===== config.mk =====
export PLATFORM = sky130hd
export DESIGN_NAME = cellq_sched
export DESIGN_NICKNAME = d
export VERILOG_FILES = /design/src/rtl/cellq_pkg.sv /design/src/rtl/cellq_cfg.sv /design/src/rtl/cellq_victim.sv /design/src/rtl/cellq_slot.sv /design/src/rtl/cellq_sched.sv
export SDC_FILE = /design/constraint.sdc
export NUM_CORES = 1
export LEC_CHECK = 0
export ABC_AREA = 1
export BUFFER_PORTS_ARGS = -buffer_cell sky130_fd_sc_hd__buf_2
export CORE_UTILIZATION = 45
export DETAILED_ROUTE_END_ITERATION = 10
export GPL_ROUTABILITY_DRIVEN = 0
export PLACE_DENSITY = 0.65
export SYNTH_ARGS = -nofsm -noshare
export SYNTH_HDL_FRONTEND = slang
export SYNTH_HIERARCHICAL = 1
export SYNTH_SLANG_ARGS = --single-unit
export TNS_END_PERCENT = 10

===== constraint.sdc =====
create_clock -name clk -period 12.1 [get_ports clk]
set_clock_uncertainty 0.15 [all_clocks]
set_input_delay 2.42 -clock clk [delete_from_list [all_inputs] [get_ports clk]]
set_output_delay 2.42 -clock clk [all_outputs]
set_load 0.005 [all_outputs]

===== src/rtl/cellq_pkg.sv =====
package cellq_pkg;

   // Class bits carried by every stored cell.
   typedef struct packed {
      logic urgent;   // high delay priority
      logic keep;     // high loss priority
   } cell_cls_t;

   // Outcome of one arrival slot.
   typedef enum logic [1:0] {
      ARR_IDLE  = 2'd0,
      ARR_ADMIT = 2'd1,
      ARR_EVICT = 2'd2,
      ARR_DROP  = 2'd3
   } arr_outcome_e;

endpackage


===== src/rtl/cellq_cfg.sv =====
module cellq_cfg
   import cellq_pkg::*;
#(
   parameter int DEPTH = 16,
   parameter bit CLAMP = 1'b1,
   localparam int CW = $clog2(DEPTH + 1)
) (
   input  logic          clk,
   input  logic          rst,
   input  logic          we_i,
   input  logic [CW-1:0] lim_i,
   input  logic [CW-1:0] guard_i,
   output logic [CW-1:0] lim_o,
   output logic [CW-1:0] guard_o
);

   logic [CW-1:0] lim_n, guard_n;
   logic [CW-1:0] lim_q, guard_q;

   generate
      if (CLAMP) begin : g_clamp
         assign lim_n   = (lim_i   > CW'(DEPTH)) ? CW'(DEPTH) : lim_i;
         assign guard_n = (guard_i > CW'(DEPTH)) ? CW'(DEPTH) : guard_i;
      end else begin : g_raw
         assign lim_n   = lim_i;
         assign guard_n = guard_i;
      end
   endgenerate

   always_ff @(posedge clk) begin
      if (rst) begin
         lim_q   <= '0;
         guard_q <= CW'(DEPTH);
      end else if (we_i) begin
         lim_q   <= lim_n;
         guard_q <= guard_n;
      end
   end

   assign lim_o   = lim_q;
   assign guard_o = guard_q;

endmodule


===== src/rtl/cellq_victim.sv =====
module cellq_victim
   import cellq_pkg::*;
#(
   parameter int DEPTH = 16,
   localparam int CW = $clog2(DEPTH + 1),
   localparam int IW = $clog2(DEPTH)
) (
   input  cell_cls_t     cls_i [DEPTH],
   input  logic [CW-1:0] cnt_i,
   input  logic [CW-1:0] guard_i,
   output logic          found_o,
   output logic [IW-1:0] idx_o
);

   // Eligible entries: stored, low loss priority, position (1-based) beyond guard.
   logic [DEPTH-1:0] elig;

   generate
      for (genvar i = 0; i < DEPTH; i++) begin : g_elig
         assign elig[i] = (CW'(i) < cnt_i) && !cls_i[i].keep && (CW'(i + 1) > guard_i);
      end
   endgenerate

   // Highest eligible index (nearest the tail) wins.
   always_comb begin
      found_o = 1'b0;
      idx_o   = '0;
      for (int i = 0; i < DEPTH; i++) begin
         if (elig[i]) begin
            found_o = 1'b1;
            idx_o   = IW'(i);
         end
      end
   end

endmodule


===== src/rtl/cellq_slot.sv =====
module cellq_slot
   import cellq_pkg::*;
#(
   parameter int DEPTH = 16,
   localparam int CW = $clog2(DEPTH + 1)
) (
   input  cell_cls_t     cls_i [DEPTH],
   input  logic [CW-1:0] cnt_i,
   input  logic [CW-1:0] lim_i,
   input  logic          urgent_i,
   output logic [CW-1:0] pos_o
);

   logic [DEPTH-1:0] urg_vec;
   logic [CW-1:0]    floor_pos;   // one past the last stored urgent cell
   logic [CW-1:0]    run_len;     // trailing non-urgent cells
   logic [CW-1:0]    pass_cnt;

   generate
      for (genvar i = 0; i < DEPTH; i++) begin : g_urg
         assign urg_vec[i] = (CW'(i) < cnt_i) && cls_i[i].urgent;
      end
   endgenerate

   always_comb begin
      floor_pos = '0;
      for (int i = 0; i < DEPTH; i++) begin
         if (urg_vec[i]) floor_pos = CW'(i + 1);
      end
   end

   assign run_len  = cnt_i - floor_pos;
   assign pass_cnt = (lim_i < run_len) ? lim_i : run_len;
   assign pos_o    = urgent_i ? (cnt_i - pass_cnt) : cnt_i;

endmodule


===== src/rtl/cellq_sched.sv =====
module cellq_sched
   import cellq_pkg::*;
#(
   parameter int DEPTH        = 16,
   parameter int TAG_W        = 8,
   parameter bit CLAMP_THRESH = 1'b1,
   localparam int CW = $clog2(DEPTH + 1),
   localparam int IW = $clog2(DEPTH)
) (
   input  logic             clk,
   input  logic             rst,
   input  logic             arr_valid_i,
   input  logic [TAG_W-1:0] arr_tag_i,
   input  logic             arr_urgent_i,
   input  logic             arr_keep_i,
   input  logic             dep_ready_i,
   output logic             dep_valid_o,
   output logic [TAG_W-1:0] dep_tag_o,
   output logic             dep_urgent_o,
   output logic             dep_keep_o,
   input  logic             cfg_we_i,
   input  logic [CW-1:0]    cfg_lim_i,
   input  logic [CW-1:0]    cfg_guard_i,
   output logic [CW-1:0]    lim_o,
   output logic [CW-1:0]    guard_o,
   output logic             drop_o,
   output logic             push_o,
   output logic [TAG_W-1:0] push_tag_o,
   output logic [CW-1:0]    occ_o
);

   generate
      if (DEPTH < 2) begin : g_bad_depth
         $error("cellq_sched: DEPTH must be at least 2");
      end
      if (TAG_W < 1) begin : g_bad_tag
         $error("cellq_sched: TAG_W must be at least 1");
      end
   endgenerate

   // ---------------------------------------------------------------
   // Storage
   // ---------------------------------------------------------------
   logic [TAG_W-1:0] tag_q [DEPTH];
   cell_cls_t        cls_q [DEPTH];
   logic [CW-1:0]    cnt_q;
   logic             drop_q, push_q;
   logic [TAG_W-1:0] push_tag_q;

   // ---------------------------------------------------------------
   // Thresholds
   // ---------------------------------------------------------------
   logic [CW-1:0] lim, guard;

   cellq_cfg #(
      .DEPTH (DEPTH),
      .CLAMP (CLAMP_THRESH)
   ) u_cfg (
      .clk     (clk),
      .rst     (rst),
      .we_i    (cfg_we_i),
      .lim_i   (cfg_lim_i),
      .guard_i (cfg_guard_i),
      .lim_o   (lim),
      .guard_o (guard)
   );

   // ---------------------------------------------------------------
   // Stage A: departure removes the head
   // ---------------------------------------------------------------
   logic             deq;
   logic [TAG_W-1:0] tag_a [DEPTH];
   cell_cls_t        cls_a [DEPTH];
   logic [CW-1:0]    cnt_a;

   assign deq   = dep_ready_i && (cnt_q != '0);
   assign cnt_a = cnt_q - CW'(deq);

   generate
      for (genvar i = 0; i < DEPTH; i++) begin : g_stage_a
         if (i == DEPTH - 1) begin : g_last
            assign tag_a[i] = deq ? '0 : tag_q[i];
            assign cls_a[i] = deq ? '0 : cls_q[i];
         end else begin : g_mid
            assign tag_a[i] = deq ? tag_q[i+1] : tag_q[i];
            assign cls_a[i] = deq ? cls_q[i+1] : cls_q[i];
         end
      end
   endgenerate

   // ---------------------------------------------------------------
   // Stage B: eviction on a full queue
   // ---------------------------------------------------------------
   logic             full_a;
   logic             v_found;
   logic [IW-1:0]    v_idx;
   arr_outcome_e     outcome;
   logic             evict, drop, admit;
   logic [TAG_W-1:0] tag_b [DEPTH];
   cell_cls_t        cls_b [DEPTH];
   logic [CW-1:0]    cnt_b;

   assign full_a = (cnt_a == CW'(DEPTH));

   cellq_victim #(
      .DEPTH (DEPTH)
   ) u_victim (
      .cls_i   (cls_a),
      .cnt_i   (cnt_a),
      .guard_i (guard),
      .found_o (v_found),
      .idx_o   (v_idx)
   );

   always_comb begin
      if (!arr_valid_i)                   outcome = ARR_IDLE;
      else if (!full_a)                   outcome = ARR_ADMIT;
      else if (arr_keep_i && v_found)     outcome = ARR_EVICT;
      else                                outcome = ARR_DROP;
   end

   assign evict = (outcome == ARR_EVICT);
   assign drop  = (outcome == ARR_DROP);
   assign admit = (outcome == ARR_ADMIT) || evict;
   assign cnt_b = cnt_a - CW'(evict);

   generate
      for (genvar i = 0; i < DEPTH; i++) begin : g_stage_b
         if (i == DEPTH - 1) begin : g_last
            assign tag_b[i] = tag_a[i];
            assign cls_b[i] = cls_a[i];
         end else begin : g_mid
            logic close_gap;
            assign close_gap = evict && (IW'(i) >= v_idx);
            assign tag_b[i]  = close_gap ? tag_a[i+1] : tag_a[i];
            assign cls_b[i]  = close_gap ? cls_a[i+1] : cls_a[i];
         end
      end
   endgenerate

   // ---------------------------------------------------------------
   // Stage C: insertion at the computed slot
   // ---------------------------------------------------------------
   logic [CW-1:0]    ins_pos;
   cell_cls_t        new_cls;
   logic [TAG_W-1:0] tag_c [DEPTH];
   cell_cls_t        cls_c [DEPTH];
   logic [CW-1:0]    cnt_c;

   assign new_cls.urgent = arr_urgent_i;
   assign new_cls.keep   = arr_keep_i;

   cellq_slot #(
      .DEPTH (DEPTH)
   ) u_slot (
      .cls_i    (cls_b),
      .cnt_i    (cnt_b),
      .lim_i    (lim),
      .urgent_i (arr_urgent_i),
      .pos_o    (ins_pos)
   );

   assign cnt_c = cnt_b + CW'(admit);

   generate
      for (genvar i = 0; i < DEPTH; i++) begin : g_stage_c
         logic at_slot, after_slot;
         assign at_slot    = admit && (CW'(i) == ins_pos);
         assign after_slot = admit && (CW'(i) >  ins_pos);
         if (i == 0) begin : g_head
            assign tag_c[i] = at_slot ? arr_tag_i : tag_b[i];
            assign cls_c[i] = at_slot ? new_cls   : cls_b[i];
         end else begin : g_rest
            assign tag_c[i] = at_slot ? arr_tag_i : (after_slot ? tag_b[i-1] : tag_b[i]);
            assign cls_c[i] = at_slot ? new_cls   : (after_slot ? cls_b[i-1] : cls_b[i]);
         end
      end
   endgenerate

   // ---------------------------------------------------------------
   // State update
   // ---------------------------------------------------------------
   always_ff @(posedge clk) begin
      if (rst) begin
         for (int i = 0; i < DEPTH; i++) begin
            tag_q[i] <= '0;
            cls_q[i] <= '0;
         end
         cnt_q      <= '0;
         drop_q     <= 1'b0;
         push_q     <= 1'b0;
         push_tag_q <= '0;
      end else begin
         for (int i = 0; i < DEPTH; i++) begin
            tag_q[i] <= tag_c[i];
            cls_q[i] <= cls_c[i];
         end
         cnt_q  <= cnt_c;
         drop_q <= drop;
         push_q <= evict;
         if (evict) push_tag_q <= tag_a[v_idx];
      end
   end

   // ---------------------------------------------------------------
   // Outputs
   // ---------------------------------------------------------------
   assign dep_valid_o  = (cnt_q != '0);
   assign dep_tag_o    = tag_q[0];
   assign dep_urgent_o = cls_q[0].urgent;
   assign dep_keep_o   = cls_q[0].keep;
   assign lim_o        = lim;
   assign guard_o      = guard;
   assign drop_o       = drop_q;
   assign push_o       = push_q;
   assign push_tag_o   = push_tag_q;
   assign occ_o        = cnt_q;

endmodule


* Yosys cells after proc, flatten, opt, wreduce, memory -nomap -nowiden *
Memory sizes are Yosys's and may differ from the RTL's.
Index checks and enable logic that the tools add are counted.

storage, ports and cells
  RAM bits = 160
  memories = 2
  word-level logic and storage cells = 478
  bits in registers = 25

operators by class
  reductions and logical operators = 115
  add/sub/neg operators = 5
  mux-type cells = 216
  $lt $le $gt $ge = 82
  eq/ne operators = 19
  bitwise gates (word level) = 33

memories
  name   words  bits a word  rd ports  clocked after memory_dff  wr ports  RTL line           RTL
  tag_q  16     8            16        0                         16        cellq_sched.sv:44  logic [TAG_W-1:0] tag_q [DEPTH];
  cls_q  16     2            16        0                         16        cellq_sched.sv:45  cell_cls_t cls_q [DEPTH];

operators with widths
  operator                                                           count
  2-to-1 mux 8 bit                                                   80
  2-to-1 mux 2 bit                                                   84
  logical AND 1 bit                                                  96
  greater-than comparator 4 x 5 -> 1 bit (first input constant)      16
  less-than comparator 4 x 5 -> 1 bit (first input constant)         16
  2-to-1 mux 4 bit                                                   16
  equality test 4 x 5 -> 1 bit (first input constant)                8
  greater-than comparator 3 x 5 -> 1 bit (first input constant)      8
  less-than comparator 3 x 5 -> 1 bit (first input constant)         8
  binary-select mux 8 bit (select 4 bit)                             1
  bitwise OR 1 bit                                                   32
  greater-or-equal comparator 4 bit (first input constant)           7
  2-to-1 mux 5 bit                                                   5
  2-to-1 mux 3 bit                                                   8
  2-to-1 mux 1 bit                                                   22
  equality test 3 x 5 -> 1 bit (first input constant)                4
  greater-than comparator 2 x 5 -> 1 bit (first input constant)      4
  less-than comparator 1 x 5 -> 1 bit (first input constant)         4
  less-than comparator 2 x 5 -> 1 bit (first input constant)         4
  greater-or-equal comparator 3 x 4 -> 1 bit (first input constant)  4
  zero test 1 bit                                                    16
  equality test 2 x 5 -> 1 bit (first input constant)                2
  greater-than comparator 1 x 5 -> 1 bit (first input constant)      2
  greater-than comparator 5 bit (second input constant)              2
  16 further kinds                                                   21

* Longest topological paths before layout *
Gate-level depths: netlist of the first run.

  depth after elaboration = 56
  depth in mapped cells = 76
  mapped depth without buffers = 74

* Modules after synthesis *
Netlist of the first run, hierarchy kept.

by module, submodules not included
  module        seq. area each (um^2)  area each (um^2)  cells an instance  instances
  cellq_sched   3503.4                 13739.4           2473               1
  cellq_slot    0.0                    827.0             151                1
  cellq_victim  0.0                    571.8             120                1
  cellq_cfg     200.2                  372.9             45                 1

* Worst setup path before layout of the first run *
Ideal clock, no wire load.

  path kind = input to register
  from = input port dep_ready_i
  to = memory tag_q[4][6] (netlist: tag_q[0][38])
  required time = 11.835 ns
  path buffers = 4
  stages = 68
  setup time = 0.115 ns
  arrival time = 11.147 ns
  slack = 0.687 ns
  path through = buf_2 -> nand2_2 -> inv_1 -> buf_2 -> ha_1 -> ha_1 -> xor2_1 -> inv_1 -> nand2_1 -> inv_1 -> o21ai_0 -> inv_1 -> nor2_1 -> o21ai_2 -> nand2_1 -> a2111oi_0 -> nand3_1 -> inv_1 -> (+32 left out) -> ha_1 -> fa_1 -> nor2_1 -> a211oi_1 -> or2_0 -> nand3_2 -> xor2_1 -> nor2_2 -> inv_2 -> nor2_4 -> inv_2 -> nor2_4 -> inv_2 -> buf_6 -> buf_2 -> nor2_1 -> o21ai_0 -> inv_1

RTL lines
  what             RTL line           RTL
  start, declared  cellq_sched.sv:16  input logic dep_ready_i,
  end, declared    cellq_sched.sv:44

==> results.py, run 1 <==
metrics = {
    "cts": {
        "htreeDepth": 4,
        "cts_tree": "done",
        "clockBufferDepth": 2,
        "cts_root_buf": "clkbuf_16",
        "clk_pin_slew_ns": 0.08,
        "clock_latency_ns": 0.46,
        "cts_made_buffers": 17,
        "clock_sinks": 185,
    },
    "setup_path": {
        "crit_type": "in2reg",
        "crit_path_max_fanout": 54,
        "regToRegSetupSlack_ns": 1.74,
        "worstReg2RegStart": "occ_o[2]$_SDFF_PP0_",
        "end_kind": "flip-flop",
        "cpMostUsedCell": "nand2_1",
        "r2r.worst_path.cells": 63,
        "slowest_delay_ns": 0.72,
        "cp.required_ns": 12.35,
        "critical_path_arrival_ns": 11.71,
        "r2r_end": "cls_q[0][3]$_SDFF_PP0_",
        "crit_path_start_kind": "input port",
        "slowest_stage": "o21ai_0",
    },
    "global_route": {
        "grt_pass1_wl_mm": 90.31,
        "gr-total-overflow": 0,
        "grt_pass1_vias": 17071,
        "antenna_found_initial": 0,
        "grt_max_degree": 100,
        "grt_usage_pct": 32.40,
    },
    "placed_design": {
        "io_buffer_count": 60,
        "dp_hpwl_mm": 41.31,
        "dp.cells": 3208,
    },
    "routing": {
        "drt_wl_total_mm": 57.66,
        "firstDrtPassIters": 6,
        "drt_iter0_drc": 1902,
        "vias_per_cell": 5.656,
        "vias": 18420,
        "ant_nets": 0,
        "wl_per_cell_um": 17.70,
        "drc_errors": 0,
    },
    "sta": {
        "rsz0062_at_grt": "true",
        "finalMaxSlewViolations": 0,
        "setup_viol": 0,
        "tightestPinTransition_ns": 1.269,
        "finalCritPeriodShare_pct": 94.70,
        "hold_viol": 0,
        "relSlewSlack_pct": 15.41,
        "clock.fmax_mhz": 87.27,
        "min_period_ns": 11.46,
    },
    "min_path": {
        "hold_depth": 2,
        "hp-class": "reg2reg",
        "min_from": "u_cfg/lim_o[4]$_SDFFE_PP0P_",
        "min_to": "u_cfg/lim_o[4]$_SDFFE_PP0P_",
    },
    "final_layout": {
        "syn_to_final_growth_pct": 9.906,
        "multi_input_area_mm2": 0.009568,
        "nNetsFinal": 2843,
        "regArea_mm2": 0.003704,
        "antennaDiodeCount": 0,
        "stdcell_count": 3257,
        "layout-drive-gt1-share_pct": 9.398,
        "fillers": 3630,
    },
    "status": {
        "status": "finished clean",
    },
    "floorplanning": {
        "start_util_pct": 45.95,
        "rows": 67,
        "die_w_um": 187.5,
        "coreArea_mm2": 0.03370,
        "io_pins": 61,
        "die_height_um": 187.5,
        "die_area_mm2": 0.03516,
    },
    "synthesis": {
        "yosysWarnings": 6,
        "syn_avg_cell_area_um2": 5.566,
        "synth_nets": 2829,
        "netlist_area_mm2": 0.01548,
        "synthCells": 2782,
    },
    "run": {
        "cap_violations": 0,
    },
}
-- registers in the layout, summed over array words and instances (netlist names) --
| name | cells |
|---|---|
| push_o | 1 |
| drop_o | 1 |
| u_cfg/guard_o | 5 |
| occ_o | 5 |
| u_cfg/lim_o | 5 |
| push_tag_o | 8 |
| tag_q | 128 |
| cls_q | 32 |
-- worst max path at each step --
stage | to | depth (start not counted) | start
after global placement | cls_q[0][4]$_SDFF_PP0_ | 70 | dep_ready_i
after floorplan | tag_q[0][38]$_SDFF_PP0_ | 68 | dep_ready_i
after global routing | tag_q[0][37]$_SDFF_PP0_ | 67 | dep_ready_i
final | cls_q[0][3]$_SDFF_PP0_ | 55 | dep_ready_i
after CTS | cls_q[0][4]$_SDFF_PP0_ | 67 | dep_ready_i
after detailed placement | tag_q[0][23]$_SDFF_PP0_ | 66 | dep_ready_i
-- worst max-delay path: cells and delay by family --
kind,cells,cell delay (ns)
compound gates,12,2.58
xor+xnor,2,0.50
fa+ha+maj,5,1.43
buf+inv,16,2.55
simple gates,20,2.19
-- per-layer routing --
| layer | up-vias | share of wire (%) | global-route usage (%) |
|---|---|---|---|
| met5 | - | 0 | 0 |
| met4 | 0 | 5.6 | 18.45 |
| met3 | 191 | 9.1 | 3.762 |
| met2 | 960 | 45 | 52.86 |
| met1 | 8401 | 41 | 41.44 |
| li1 | 8868 | - | - |
-- per-stage QoR --
step	hold slack [ns]	TNS, ns	util, %	area, um2	setup WS [ns]
floorplan	0.3227	0	-	15480	0.6874
global placement	0.3728	0	48.01	16180	0.01608
detailed placement	0.3725	-5.873	48.01	16180	-0.2620
CTS	0.3864	0	49.74	16760	0.1870
global route	0.4046	-0.4886	50.50	17020	-0.08530
finish	0.3780	0	50.50	17020	0.6411
-- timing repair --
item	4_1_cts	5_1_grt
setup endpoints to repair	0	151
hold buffers	0	0
setup buffers	0	16
hold endpoints to repair	0	0
resized for setup	0	25
-- final cells by class --
type | count | area share [%]
clock inverters | 11 | 0.7205
well taps | 448 | 3.294
inverters | 434 | 9.638
multi-input cells | 2012 | 56.22
clock buffers | 21 | 2.705
repair buffers | 145 | 5.632
repair inverters | 1 | 0.02941
flip-flops and latches | 185 | 21.76
-- cell usage in the layout, fill, tap and decap left out, types with 57 or more instances in the layout --
| master | instances |
|---|---|
| o211ai_1 | 80 |
| nand2_1 | 917 |
| dfxtp_1 | 185 |
| buf_4 | 83 |
| buf_2 | 60 |
| o21ai_1 | 57 |
| o21ai_0 | 236 |
| nor2_1 | 177 |
| a21oi_1 | 96 |
| nand3_1 | 277 |
| inv_1 | 397 |
Power of run 1 is left out: the tool's default activity adds up to more than one toggle a clock period on the data nets, which glitch-free logic cannot reach.
==> inputs of run 2 (changes only) <==
--- a/config.mk
+++ b/config.mk
@@ -6,7 +6,7 @@
 export NUM_CORES = 1
 export LEC_CHECK = 0
 export ABC_AREA = 1
-export BUFFER_PORTS_ARGS = -buffer_cell sky130_fd_sc_hd__buf_2
+export BUFFER_PORTS_ARGS = -buffer_cell sky130_fd_sc_hd__clkbuf_2
 export CORE_UTILIZATION = 45
 export DETAILED_ROUTE_END_ITERATION = 10
 export GPL_ROUTABILITY_DRIVEN = 0
==> results.py, run 2 (synthesis results as in run 1) <==
metrics = {
    "cts": {
        "cts_tree": "done",
        "clock_sinks": 185,
        "clock_latency_ns": 0.46,
        "hold_buffers": 0,
        "htreeDepth": 4,
        "cts_root_buf": "clkbuf_16",
        "cts_made_buffers": 17,
        "clk_pin_slew_ns": 0.07,
        "clockBufferDepth": 2,
    },
    "routing": {
        "wl_per_cell_um": 17.86,
        "drc_errors": 0,
        "firstDrtPassIters": 5,
        "vias_per_cell": 5.740,
        "drt_iter0_drc": 1901,
        "ant_nets": 0,
        "vias": 18575,
        "drt_wl_total_mm": 57.78,
    },
    "sta": {
        "hold_viol": 0,
        "tightestPinTransition_ns": 1.296,
        "relSlewSlack_pct": 13.61,
        "min_period_ns": 11.47,
        "clock.fmax_mhz": 87.22,
        "fin_ws_ns": 0.6344,
        "setup_viol": 0,
        "finalCritPeriodShare_pct": 94.76,
        "finalMaxSlewViolations": 0,
    },
    "global_route": {
        "antenna_found_initial": 0,
        "grt_usage_pct": 32.41,
        "grt_max_degree": 112,
        "grt_pass1_wl_mm": 90.01,
        "gr-total-overflow": 0,
        "grt_pass1_vias": 16949,
    },
    "final_layout": {
        "layout.cells.most_common": "nand2_1",
        "largest_reg_flops": 128,
        "max_flop_register": "tag_q",
        "antennaDiodeCount": 0,
        "design_area_mm2": 0.01685,
        "post-route-util_pct": 49.99,
        "fillers": 3596,
        "layout-drive-gt1-share_pct": 8.788,
        "nNetsFinal": 2824,
        "syn_to_final_growth_pct": 8.791,
        "final_cell_mix": "nand2_1, inv_1, nand3_1, o21ai_0, dfxtp_1",
    },
    "setup_path": {
        "end_kind": "flip-flop",
        "crit_path_max_fanout": 11,
        "cp.required_ns": 12.30,
        "slowest_stage": "fa_1",
        "crit_type": "in2reg",
        "worstReg2RegStart": "occ_o[2]$_SDFF_PP0_",
        "crit_path_start_kind": "input port",
        "critical_path_arrival_ns": 11.66,
        "slowest_delay_ns": 0.39,
        "crit_start": "dep_ready_i",
        "cpMostUsedCell": "nand2_1",
    },
    "placed_design": {
        "dp_slack_ns": -0.2172,
        "dpl_cell_area_mm2": 0.01610,
        "io_buffer_count": 60,
        "dp_hpwl_mm": 41.19,
    },
    "status": {
        "status": "finished clean",
    },
    "min_path": {
        "hp-class": "reg2reg",
        "min_from": "push_tag_o[2]$_SDFFE_PP0N_",
    },
    "floorplanning": {
        "start_util_pct": 45.95,
        "rows": 67,
        "io_pins": 61,
        "die_height_um": 187.5,
        "coreArea_mm2": 0.03370,
        "die_w_um": 187.5,
        "die_area_mm2": 0.03516,
    },
    "run": {
        "cap_violations": 0,
    },
}
[run 2: routing by layer]
metal | share of wire (%) | up-vias | track usage [%] | wire length, um
met2 | 45 | 1005 | 53.30 | 26060
li1 | - | 8836 | - | -
met5 | 0 | - | 0 | 0
met1 | 40 | 8541 | 41.12 | 23300
met4 | 5.4 | 0 | 17.14 | 3099
met3 | 9.2 | 193 | 4.529 | 5326
[run 2: path summary, 6_finish.rpt]
check	slack (ns)	cells past startpoint	end
max	0.63	61	tag_q[0][110]$_SDFF_PP0_
min	0.39	4	push_tag_o[2]$_SDFFE_PP0N_
max reg2reg	1.72	62	tag_q[0][110]$_SDFF_PP0_
min reg2reg	0.39	4	push_tag_o[2]$_SDFFE_PP0N_
[run 2: repair_timing]
item                       CTS  global route
buffers inserted             0             8
gates resized for setup      0            23
setup endpoints to repair    0           160
[run 2: stage by stage]
| step | instances | hold slack, ns | setup TNS, ns |
|---|---|---|---|
| floorplan | 2782 | 0.3227 | 0 |
| global placement | 3197 | 0.3830 | 0 |
| detailed placement | 3197 | 0.3867 | -2.888 |
| CTS | 3227 | 0.3973 | 0 |
| global route | 3236 | 0.4256 | -0.1307 |
| finish | 3236 | 0.3940 | 0 |
[run 2: cell type report]
type / count / area (um2) / area share, %
Sequential cell: 185 / 3704 / 21.98
Timing Repair inverter: 1 / 7.507 / 0.04456
Clock buffer: 22 / 474.2 / 2.815
Tap cell: 448 / 560.5 / 3.327
Multi-Input combinational cell: 2012 / 9562 / 56.76
Timing Repair Buffer: 126 / 798.3 / 4.739
Clock inverter: 8 / 96.34 / 0.5719
Inverter: 434 / 1644 / 9.759
[run 2: worst max-delay path, delay by kind of cell]
| kind | cells | cell delay (ns) |
|---|---|---|
| compound gates | 10 | 1.60 |
| fa+ha+maj | 8 | 2.13 |
| simple gates | 27 | 3.10 |
| xor+xnor | 3 | 0.61 |
| buf+inv | 13 | 1.77 |
Power of run 2 is left out for the same reason.
==> inputs of run 3 (changes only) <==
--- a/config.mk
+++ b/config.mk
@@ -6,11 +6,12 @@
 export NUM_CORES = 1
 export LEC_CHECK = 0
 export ABC_AREA = 1
-export BUFFER_PORTS_ARGS = -buffer_cell sky130_fd_sc_hd__clkbuf_2
 export CORE_UTILIZATION = 45
+export CTS_CLUSTER_SIZE = 30
 export DETAILED_ROUTE_END_ITERATION = 10
+export DONT_BUFFER_PORTS = 1
 export GPL_ROUTABILITY_DRIVEN = 0
-export PLACE_DENSITY = 0.65
+export PLACE_DENSITY = 0.64
 export SYNTH_ARGS = -nofsm -noshare
 export SYNTH_HDL_FRONTEND = slang
 export SYNTH_HIERARCHICAL = 1
==> results.py, run 3 (synthesis results as in run 1) <==
metrics = {
    "setup_path": {
        "slowest_stage": "nor2_2",
        "slowest_delay_ns": 0.60,
        "crit_type": "in2reg",
        "crit_path_max_fanout": 86,
        "end_kind": "flip-flop",
        "cpMostUsedCell": "nand2_1",
        "crit_path_start_kind": "input port",
        "crit_start": "dep_ready_i",
        "cp.required_ns": 12.36,
        "critical_path_arrival_ns": 11.74,
        "worstReg2RegStart": "occ_o[2]$_SDFF_PP0_",
    },
    "global_route": {
        "grt_pass1_vias": 16983,
        "grt_pass1_wl_mm": 90.78,
        "antenna_found_initial": 0,
        "grt_usage_pct": 32.74,
        "grt_max_degree": 97,
        "gr-total-overflow": 0,
    },
    "cts": {
        "clk_pin_slew_ns": 0.07,
        "cts_tree": "done",
        "cts_made_buffers": 17,
        "hold_buffers": 0,
        "clockBufferDepth": 2,
        "clock_sinks": 185,
        "htreeDepth": 4,
        "clock_latency_ns": 0.46,
        "cts_root_buf": "clkbuf_16",
    },
    "sta": {
        "min_period_ns": 11.49,
        "relSlewSlack_pct": 29.24,
        "setup_viol": 0,
        "clock.fmax_mhz": 87.05,
        "hold_viol": 0,
        "hold_ws_ns": 0.4026,
        "finalMaxSlewViolations": 0,
        "finalCritPeriodShare_pct": 94.93,
        "fin_ws_ns": 0.6129,
        "tightestPinTransition_ns": 1.060,
    },
    "min_path": {
        "hp-class": "reg2reg",
        "min_from": "tag_q[0][121]$_SDFF_PP0_",
    },
    "floorplanning": {
        "rows": 67,
        "io_pins": 61,
        "coreArea_mm2": 0.03370,
        "die_height_um": 187.5,
        "die_w_um": 187.5,
        "die_area_mm2": 0.03516,
        "start_util_pct": 45.95,
    },
    "routing": {
        "wl_per_cell_um": 18.13,
        "vias_per_cell": 5.713,
        "vias": 18190,
        "drt_iter0_drc": 2006,
        "ant_nets": 0,
        "drc_errors": 0,
        "firstDrtPassIters": 5,
        "drt_wl_total_mm": 57.74,
    },
    "final_layout": {
        "largest_reg_flops": 128,
        "regArea_mm2": 0.003704,
        "layout.cells.most_common": "nand2_1",
        "post-route-util_pct": 49.23,
        "max_flop_register": "tag_q",
        "multi_input_area_mm2": 0.009524,
        "syn_to_final_growth_pct": 7.143,
        "nNetsFinal": 2770,
        "fillers": 3701,
        "final_cell_mix": "nand2_1, inv_1, nand3_1, o21ai_0, dfxtp_1",
        "stdcell_count": 3184,
        "antennaDiodeCount": 0,
        "layout-drive-gt1-share_pct": 6.981,
    },
    "placed_design": {
        "dp_slack_ns": -0.1230,
        "io_buffer_count": 0,
        "dp.cells": 3141,
        "dp_hpwl_mm": 41.11,
    },
    "status": {
        "status": "finished clean",
    },
    "run": {
        "cap_violations": 0,
    },
}
==> run 3: changes by cell type in the layout (fill, tap and decap cells not counted), moves of 2 or more <==
cell        before  now
xor2_4           2    0
buf_4           67   72
clkinvlp_4       6    8
inv_2           27   25
inv_6            0    2
xnor2_2          3    1
clkbuf_2        58    0
xnor2_1          3    5
==> run 3: cell type report <==
cell class / instances / share of cell area (%)
multi-input combinational: 2012 / 57.41
sequential: 185 / 22.32
inverter: 434 / 9.940
tap: 448 / 3.379
timing repair buffer: 72 / 3.258
clock buffer: 21 / 2.775
clock inverter: 11 / 0.8748
timing repair inverter: 1 / 0.04525
==> run 3: worst max-delay path: cells and delay by family <==
kind / cells / cell delay, ns
xor gates and xnor gates: 4 / 0.81
and+or+nand+nor: 27 / 3.72
AOI/OAI and AO/OA: 9 / 1.50
adders and majority gates: 9 / 2.43
buffers and inverters: 8 / 0.84
==> run 3: layer usage <==
metal  vias to the layer above  GRT usage [%]  wire (um)
li1                       8742              -          -
met1                      8291          41.88      23280
met2                       957          52.22      25440
met3                       200          5.278       5843
met4                         0          18.76       3172
met5                         -              0          0
==> run 3: final timing paths <==
kind	cells past startpoint	end	slack, ns
worst max-delay path	57	tag_q[0][11]$_SDFF_PP0_	0.61
worst min-delay path	2	tag_q[0][121]$_SDFF_PP0_	0.40
worst max register to register	59	tag_q[0][11]$_SDFF_PP0_	1.74
worst min register to register	2	tag_q[0][121]$_SDFF_PP0_	0.40
==> run 3: timing repair <==
item                                   in CTS  in global routing
endpoints found under the hold margin       0                  0
gates resized for setup                     0                 23
setup endpoints to repair                   0                153
buffers inserted                            0                 10
==> run 3: per-stage QoR <==
step | instance area [um2] | TNS [ns]
global route | 16590 | -0.1201
detailed placement | 15830 | -0.8959
floorplan | 15480 | 0
CTS | 16430 | 0
global placement | 15830 | 0
finish | 16590 | 0
Power of run 3 is left out for the same reason.
